===== src/rtl/refsch_pkg.sv =====
package refsch_pkg;
   typedef enum logic [2:0] {
      ST_IDLE, ST_CSR, ST_RASLO, ST_PRE, ST_SRHOLD, ST_SRPRE
   } st_e;

   typedef enum logic [1:0] {
      MD_NORM, MD_ENTRY, MD_SRIN, MD_EXIT
   } md_e;

   function automatic int unsigned max2(input int unsigned a, input int unsigned b);
      return (a > b) ? a : b;
   endfunction
endpackage


===== src/rtl/refsch_timer.sv =====
module refsch_timer #(
   parameter int unsigned INTERVAL = 1560
) (
   input  logic clk,
   input  logic rst_n,
   input  logic restart,
   output logic due
);
   localparam int unsigned CW = $clog2(INTERVAL + 1);
   localparam logic [CW-1:0] LAST = CW'(INTERVAL - 1);

   logic [CW-1:0] cnt;

   always_ff @(posedge clk or negedge rst_n) begin
      if (!rst_n) begin
         cnt <= '0;
         due <= 1'b0;
      end else if (restart) begin
         cnt <= '0;
         due <= 1'b0;
      end else if (cnt == LAST) begin
         due <= 1'b1;
      end else begin
         cnt <= cnt + 1'b1;
      end
   end
endmodule


===== src/rtl/refsch_sweep.sv =====
module refsch_sweep #(
   parameter int unsigned ROWS = 4096
) (
   input  logic clk,
   input  logic rst_n,
   input  logic cbr_done,
   input  logic clear,
   output logic done
);
   generate
      if (ROWS == 1) begin : g_single
         always_ff @(posedge clk or negedge rst_n) begin
            if (!rst_n)        done <= 1'b0;
            else if (clear)    done <= 1'b0;
            else if (cbr_done) done <= 1'b1;
         end
      end else begin : g_count
         localparam int unsigned SW = $clog2(ROWS + 1);
         localparam logic [SW-1:0] FULL = SW'(ROWS);
         logic [SW-1:0] cnt;
         always_ff @(posedge clk or negedge rst_n) begin
            if (!rst_n)                       cnt <= '0;
            else if (clear)                   cnt <= '0;
            else if (cbr_done && cnt != FULL) cnt <= cnt + 1'b1;
         end
         assign done = (cnt == FULL);
      end
   endgenerate
endmodule


===== src/rtl/refsch_fsm.sv =====
module refsch_fsm
   import refsch_pkg::*;
#(
   parameter int unsigned TCSR    = 1,
   parameter int unsigned TRAS    = 5,
   parameter int unsigned TRP     = 3,
   parameter int unsigned SR_HOLD = 10000,
   parameter int unsigned TRPS    = 11
) (
   input  logic clk,
   input  logic rst_n,
   input  logic ref_due,
   input  logic sweep_done,
   input  logic lp_req,
   input  logic wake_req,
   input  logic ref_gnt,
   output logic ref_req,
   output logic busy,
   output logic ras_n,
   output logic cas_n,
   output logic cbr_done,
   output logic sr_exit,
   output logic sr_active
);
   localparam int unsigned MAXLEN = max2(max2(max2(TCSR, TRAS), max2(TRP, TRPS)), SR_HOLD);
   localparam int unsigned PW = $clog2(MAXLEN + 1);
   localparam logic [PW-1:0] L_CSR  = PW'(TCSR - 1);
   localparam logic [PW-1:0] L_RAS  = PW'(TRAS - 1);
   localparam logic [PW-1:0] L_PRE  = PW'(TRP - 1);
   localparam logic [PW-1:0] L_SRP  = PW'(TRPS - 1);
   localparam logic [PW-1:0] L_HOLD = PW'(SR_HOLD - 1);

   st_e           state;
   md_e           mode;
   logic [PW-1:0] ph;
   logic          want_sr;
   logic          hold_ok;

   assign want_sr = lp_req && sweep_done;
   assign ref_req = (state == ST_IDLE) && (ref_due || want_sr);
   assign hold_ok = (ph == L_HOLD);

   always_ff @(posedge clk or negedge rst_n) begin
      if (!rst_n) begin
         state <= ST_IDLE;
         mode  <= MD_NORM;
         ph    <= '0;
      end else begin
         unique case (state)
            ST_IDLE: if (ref_req && ref_gnt) begin
               state <= ST_CSR;
               mode  <= want_sr ? MD_ENTRY : MD_NORM;
               ph    <= '0;
            end
            ST_CSR: if (ph == L_CSR) begin
               state <= (mode == MD_SRIN) ? ST_SRHOLD : ST_RASLO;
               ph    <= '0;
            end else ph <= ph + 1'b1;
            ST_RASLO: if (ph == L_RAS) begin
               state <= ST_PRE;
               ph    <= '0;
            end else ph <= ph + 1'b1;
            ST_PRE: if (ph == L_PRE) begin
               ph <= '0;
               if (mode == MD_ENTRY) begin
                  state <= ST_CSR;
                  mode  <= MD_SRIN;
               end else begin
                  state <= ST_IDLE;
               end
            end else ph <= ph + 1'b1;
            ST_SRHOLD: if (hold_ok && wake_req) begin
               state <= ST_SRPRE;
               ph    <= '0;
            end else if (!hold_ok) ph <= ph + 1'b1;
            ST_SRPRE: if (ph == L_SRP) begin
               state <= ST_CSR;
               mode  <= MD_EXIT;
               ph    <= '0;
            end else ph <= ph + 1'b1;
            default: state <= ST_IDLE;
         endcase
      end
   end

   assign busy      = (state != ST_IDLE);
   assign sr_active = (state == ST_SRHOLD);
   assign ras_n     = !(state == ST_RASLO || state == ST_SRHOLD);
   assign cas_n     = !(state == ST_CSR || state == ST_RASLO || state == ST_SRHOLD);
   assign cbr_done  = (state == ST_RASLO) && (ph == L_RAS);
   assign sr_exit   = sr_active && hold_ok && wake_req;
endmodule


===== src/rtl/refresh_sched.sv =====
module refresh_sched #(
   parameter int unsigned INTERVAL  = 1560,
   parameter int unsigned ROWS      = 4096,
   parameter int unsigned TCSR      = 1,
   parameter int unsigned TRAS      = 5,
   parameter int unsigned TRP       = 3,
   parameter int unsigned SR_FORBID = 1000,
   parameter int unsigned SR_HOLD   = 10000,
   parameter int unsigned TRPS      = 11
) (
   input  logic       clk,
   input  logic       rst_n,
   input  logic       seq_ras_n,
   input  logic       seq_ucas_n,
   input  logic       seq_lcas_n,
   input  logic       ref_gnt,
   input  logic       lp_req,
   input  logic       wake_req,
   output logic       ref_req,
   output logic       busy,
   output logic       dram_ras_n,
   output logic       dram_ucas_n,
   output logic       dram_lcas_n,
   output logic [1:0] status
);
   generate
      if (TCSR < 1 || TRAS < 1 || TRP < 1 || TRPS < TRP) begin : g_bad_timing
         $error("refresh_sched: strobe timing parameters out of range");
      end
      if (!(TRAS < SR_FORBID && SR_FORBID < SR_HOLD)) begin : g_bad_window
         $error("refresh_sched: need TRAS < SR_FORBID < SR_HOLD");
      end
      if (INTERVAL < 2 || ROWS < 1) begin : g_bad_sched
         $error("refresh_sched: INTERVAL and ROWS out of range");
      end
   endgenerate

   logic due, sweep_done, cbr_done, sr_exit, sr_active;
   logic own_ras_n, own_cas_n;

   refsch_timer #(.INTERVAL(INTERVAL)) u_timer (
      .clk(clk), .rst_n(rst_n), .restart(cbr_done), .due(due)
   );

   refsch_sweep #(.ROWS(ROWS)) u_sweep (
      .clk(clk), .rst_n(rst_n), .cbr_done(cbr_done), .clear(sr_exit),
      .done(sweep_done)
   );

   refsch_fsm #(
      .TCSR(TCSR), .TRAS(TRAS), .TRP(TRP), .SR_HOLD(SR_HOLD), .TRPS(TRPS)
   ) u_fsm (
      .clk(clk), .rst_n(rst_n), .ref_due(due), .sweep_done(sweep_done),
      .lp_req(lp_req), .wake_req(wake_req), .ref_gnt(ref_gnt),
      .ref_req(ref_req), .busy(busy), .ras_n(own_ras_n), .cas_n(own_cas_n),
      .cbr_done(cbr_done), .sr_exit(sr_exit), .sr_active(sr_active)
   );

   assign dram_ras_n  = busy ? own_ras_n : seq_ras_n;
   assign dram_ucas_n = busy ? own_cas_n : seq_ucas_n;
   assign dram_lcas_n = busy ? own_cas_n : seq_lcas_n;
   assign status      = {sr_active, sweep_done};
endmodule


===== config.mk =====
export PLATFORM = sky130hd
export DESIGN_NAME = refresh_sched
export DESIGN_NICKNAME = d
export VERILOG_FILES = /design/src/rtl/refsch_pkg.sv /design/src/rtl/refsch_timer.sv /design/src/rtl/refsch_sweep.sv /design/src/rtl/refsch_fsm.sv /design/src/rtl/refresh_sched.sv
export SDC_FILE = /design/constraint.sdc
export NUM_CORES = 1
export LEC_CHECK = 0
export BUFFER_PORTS_ARGS = -buffer_cell sky130_fd_sc_hd__buf_2
export CAP_MARGIN = 5
export CORE_MARGIN = 5
export CORE_UTILIZATION = 32
export CTS_CLUSTER_DIAMETER = 60
export CTS_CLUSTER_SIZE = 28
export DETAILED_ROUTE_END_ITERATION = 12
export SYNTH_ARGS = -nofsm -noshare
export SYNTH_HDL_FRONTEND = slang
export SYNTH_SLANG_ARGS = --single-unit

===== constraint.sdc =====
create_clock -name clk -period 4.9 [get_ports clk]
set_clock_uncertainty 0.05 [all_clocks]
set_input_delay 0.49 -clock clk [delete_from_list [all_inputs] [get_ports clk]]
set_output_delay 0.49 -clock clk [all_outputs]
set_load 0.01 [all_outputs]

# [Word level (Yosys, flattened, before mapping)]
# Index checks and enable logic that the tools add are counted.
[totals] ff_bits=44 input_bits=8 output_inout_bits=7 elab_cells=88
[classes] n_addsub=3 eq_ne=23 muxes=32 n_reduce_logical=24
[ops] operator="2-to-1 mux 14 bit" count=7
[ops] operator="one-hot mux 14 bit (6 select lines)" count=1
[ops] operator="2-to-1 mux 13 bit" count=2
[ops] operator="2-to-1 mux 11 bit" count=2
[ops] operator="2-to-1 mux 3 bit" count=7
[ops] operator="one-hot mux 3 bit (6 select lines)" count=1
[ops] operator="adder 14 x 1 -> 14 bit (second input constant)" count=1
[ops] operator="equality test 14 bit (second input constant)" count=1
[ops] operator="equality test 14 x 2 -> 1 bit (second input constant)" count=1
[ops] operator="equality test 14 x 3 -> 1 bit (second input constant)" count=1
[ops] operator="equality test 14 x 4 -> 1 bit (second input constant)" count=1
[ops] operator="zero test 14 bit" count=1
[ops] operator="adder 13 x 1 -> 13 bit (second input constant)" count=1
[ops] operator="equality test 13 bit (second input constant)" count=1
[ops] operator="inequality test 13 bit (second input constant)" count=1
[ops] operator="inequality test 2 x 1 -> 1 bit (second input constant)" count=6
[ops] operator="adder 11 x 1 -> 11 bit (second input constant)" count=1
[ops] operator="equality test 11 bit (second input constant)" count=1
[ops] operator="logical AND 1 bit" count=8
[ops] operator="2-to-1 mux 2 bit" count=4
[ops] operator="2-to-1 mux 1 bit" count=7
[ops] operator="equality test 3 x 2 -> 1 bit (second input constant)" count=2
[ops] operator="equality test 3 bit (second input constant)" count=2
[ops] operator="one-hot mux 2 bit (3 select lines)" count=1
[ops] operator="other kinds (14)" count=21

# [Logic depth before layout (Yosys ltp)]
[depth] depth_word=7 mapped_depth=10 depth_no_buf=8

# [By module]
# A second synthesis with hierarchy kept.
[unflattened] cells_unflattened=285 hier_area_um2=2738.9
[modules_own_cells] mod="refsch_fsm" instances=1 cells_each=147 area_each_um2=1328.8 seq_area_each_um2=475.5
[modules_own_cells] mod="refsch_sweep" instances=1 cells_each=75 area_each_um2=737.0 seq_area_each_um2=325.3
[modules_own_cells] mod="refsch_timer" instances=1 cells_each=58 area_each_um2=624.3 seq_area_each_um2=300.3
[modules_own_cells] mod="refresh_sched" instances=1 cells_each=5 area_each_um2=48.8 seq_area_each_um2=0.0

# [Worst setup path before layout]
# OpenSTA, ideal clock, no wires.
[synth_timing] path_kind="reg-to-reg" start="register u_fsm.ph[4]" end="register u_fsm.state[1]" arrival_ns=2.611 required_time_ns=4.781 slack_ns=2.170 stages_incl_launch_ff=8 n_path_buf=1 period_less_slack_ns=2.730 cell_sequence="dfrtp_1 > or4_4 > or3_4 > o311a_1 > a221o_1 > buf_6 > or4b_1 > nand3_1"
[synth_between] elab_chain_len=4
[synth_lines] element="from (decl)" line_no="refsch_fsm.sv:35" text="logic [PW-1:0] ph;"
[synth_lines] element="from (signal assigned)" line_no="refsch_fsm.sv:58" text="end else ph <= ph + 1'b1;"
[synth_lines] element="from (signal assigned)" line_no="refsch_fsm.sv:62" text="end else ph <= ph + 1'b1;"
[synth_lines] element="from (signal assigned)" line_no="refsch_fsm.sv:71" text="end else ph <= ph + 1'b1;"
[synth_lines] element="equality test 14 bit" line_no="refsch_fsm.sv:41" text="assign hold_ok = (ph == L_HOLD);"
[synth_lines] element="logical AND 1 bit" line_no="refsch_fsm.sv:72" text="ST_SRHOLD: if (hold_ok && wake_req) begin"
[synth_lines] element="inequality test 2 bit (no source line)"
[synth_lines] element="AND reduction 6 bit (no source line) *"
[synth_lines] element="to (signal assigned)" line_no="refsch_fsm.sv:56" text="state <= (mode == MD_SRIN) ? ST_SRHOLD : ST_RASLO;"
[synth_lines] element="to (decl)" line_no="refsch_fsm.sv:33" text="st_e state;"
# Every way passes the cells marked *; elsewhere a longest branch is shown, timed or not.
# A chain may end at the register's enable or synchronous reset.

# [Final worst setup path]
[layout_timing] start="register u_fsm.ph[9]" end="register u_fsm.ph[3]"
[layout_between] elab_chain_len=4
[layout_lines] element="equality test 14 bit" line_no="refsch_fsm.sv:41"
[layout_lines] element="logical AND 1 bit" line_no="refsch_fsm.sv:72"
[layout_lines] element="2-to-1 mux 14 bit / inequality test 3 bit (equally long branches)"
[layout_lines] element="one-hot mux 14 bit (6 select lines) / AND reduction 3 bit (equally long branches)"
# Parallel ways exist; a longest one is shown, timed or not.

==> impl_metrics.csv <==
group,metric,value,unit
run_status,status,"complete, no violations",
sta,setup_tns,0,ns
layout,layout.area.seq,1100,um2
global_route,grt_pass1_wl,9970,um
clocking,cts_max_path_buffers,2,
setup_path,crit_slowest_cell,"or4_1",
routing,detail-route-antenna-nets,0,
sta,setup_viol,0,
sta,tightest_slew,1.01,ns
clocking,cts_tree,"built",
yosys,synth_edf_count,0,
yosys,avgSynthCellArea,8.65,um2
layout,antennaDiodeCount,0,
yosys,syn_nets,315,
setup_path,end_kind,"flop",
setup_path,crit_start,"u_fsm.ph[9]",
clocking,cts.sinks,44,
layout,syn_to_final_growth,10.8,%
yosys,ys_seq_area_frac,0.423,
floorplanning,die_y,100,um
global_route,grt_max_degree,45,
routing,num_vias,2140,
routing,wl_per_cell,13.3,um
yosys,synth_cell_type_count,48,
setup_path,worst-setup-path-type,"reg -> reg",
clocking,cts_buffers,5,
routing,drc_errors,0,
pwr,irDropWorstVdd,0.100,mV
floorplanning,die-area,10000,um2
setup_path,cp_cell_sequence,"or4_1 -> or3_4 -> o311a_1 -> a221o_1 -> nor2b_1 -> a221o_1",
placement,dpl.hpwl,3800,um
sta,clock.fmax,324,MHz
setup_path,cpMostUsedCell,"a221o_1",
setup_path,crit_family,"simple AND/OR/NAND/NOR gates",
min_path,hp-class,"in -> async",
floorplanning,rows,33,
clocking,cts_setup_buffers,0,
routing,wirelength,5560,um
yosys,syn_inst,301,
clocking,clk_pin_slew,0.09,ns
yosys,ys_ff_latch,44,
setup_path,r2r_setup_slack,1.82,ns
clocking,htreeDepth,2,
sta,period_share,0.629,
setup_path,r2r_start,"u_fsm.ph[9]",
setup_path,arrival,3.22,ns
job,drv_cap,0,
floorplanning,start_util,0.323,
yosys,ys.flop_type,"dfrtp_1",
clocking,clkLatencyLatePin,0.30,ns
setup_path,critical-path-max-stage-delay,0.58,ns
sta,max-slew-margin-rel,0.327,
yosys,synth_area,2600,um2
sta,finalHoldViolCount,0,
clocking,cts_root_buffer,"clkbuf_8",
floorplanning,chipWidth,100,um
setup_path,cp-start-kind,"flop",
yosys,ys_warn_count,0,
layout,fillers,851,
floorplanning,io_pins,15,
global_route,antenna_found_initial,0,
pwr,power.density,236,nW/um2
layout,layout.nets,326,
routing,viasPerCell,5.12,
routing,drt_first_pass_iters,4,
global_route,grtUsageTotal,0.120,
clocking,ctsHoldBuffers,0,
floorplanning,core,8050,um2
yosys,async_flop_share,1.00,
layout,final_common_cell,"dfrtp_1",
layout,drive_above_1_share,0.105,
setup_path,cp_max_fo,20,
pwr,totalPowerFinal,680,uW
layout,multi_input_area,1390,um2
placement,place_congestion,0.884,
global_route,grt-ovfl-total,0,
setup_path,critPathRequiredTime,5.04,ns
pwr,power.leakage,1.27,nW
sta,min_period,3.08,ns
setup_path,crit_buf_inv,0,
sta,timing.final.max_slew_violations,0,
routing,drtIter0Drc,146,
layout,final_cell_mix,"dfrtp_1, nor2_1, nand2_1",
placement,io_buffers,14,
global_route,grt_pass1_vias,2165,
clocking,cts.repair.resized,0,
sta,rsz0062_at_grt,"no",
==> layer usage <==
metal  vias to the layer above  part of all wire  global-route usage
met4                         0            0.0047              0.0425
met3                         4             0.042              0.0292
met5                         -                 0                   0
met2                        42              0.48               0.189
li1                       1085                 -                   -
met1                      1009              0.48               0.160
==> synthesized netlist by cell type (all sizes together), types with 2 or more instances <==
cell type,instances,share of area
nor3,7,0.013
a221o,2,0.0077
o21ai,9,0.017
nand4,9,0.022
buf,3,0.010
o31ai,2,0.0058
nand2,36,0.052
and3,7,0.017
or3,5,0.014
nand2b,4,0.0096
nor2b,2,0.0048
xor2,13,0.044
a21o,8,0.023
inv,12,0.017
nor4b,2,0.0067
a21oi,10,0.019
ha,6,0.029
or4,3,0.010
xnor2,7,0.024
a22o,6,0.020
o22ai,3,0.0072
o211ai,2,0.0058
or3b,2,0.0067
dfrtp,44,0.42
nor2,43,0.062
nand3,14,0.027
a31oi,2,0.0048
nor4,5,0.012
nand3b,3,0.0086
and2,2,0.0048
o311ai,3,0.010
or2,3,0.0072
clkbuf,10,0.014
==> final timing paths <==
path,endpoint,cells past startpoint
setup / recovery,u_fsm.ph[3],6
hold / removal,u_timer.cnt[3],1
setup reg to reg,u_fsm.ph[3],6
hold reg to reg,u_timer.due,2
max in group asynchronous,u_fsm.ph[7],1
min in group clk,u_timer.due,2
==> sequential cells by signal, summed over array words and instances, names as in the netlist <==
signal / count
u_timer.due: 1
u_sweep.g_count.cnt: 13
u_fsm.ph: 14
u_fsm.mode: 2
u_fsm.state: 3
u_timer.cnt: 11
==> report_power, final <==
| group | switching, mW | total, mW | leakage (nW) | internal, mW |
|---|---|---|---|---|
| registers | 0.000681 | 0.364 | 0.525 | 0.363 |
| logic | 0.0109 | 0.0156 | 0.681 | 0.00462 |
| clock network | 0.134 | 0.300 | 0.0614 | 0.167 |
==> cell families after synthesis <==
logic type | count (synthesis) | synth area share
AO/OA/AOI/OAI | 53 | 0.140
adder cells (fa/ha/maj) | 6 | 0.0288
AND/OR/NAND/NOR | 151 | 0.291
XOR/XNOR | 20 | 0.0673
flip-flops | 44 | 0.423
multiplexers | 2 | 0.00817
buffers and inverters | 25 | 0.0418
==> stage by stage <==
stage | hold slack [ns] | utilization | instances | cell area, um2 | worst slack (ns)
after floorplan | 0.144 | - | 301 | 2600 | 2.17
after global placement | 0.437 | 0.343 | 410 | 2760 | 1.86
after detailed placement | 0.443 | 0.343 | 410 | 2760 | 1.84
after CTS | 0.337 | 0.358 | 418 | 2890 | 1.82
after global routing | 0.383 | 0.358 | 418 | 2890 | 1.68
final | 0.302 | 0.358 | 418 | 2890 | 1.82
==> final cells by class <==
class | instances | area share
clock inverters | 2 | 0.0134
flip-flops and latches | 44 | 0.382
clock buffers | 6 | 0.0286
well taps | 105 | 0.0455
inverters | 12 | 0.0156
repair buffers | 17 | 0.0321
multi-input cells | 232 | 0.483
Power figures use the tool's default switching activity.
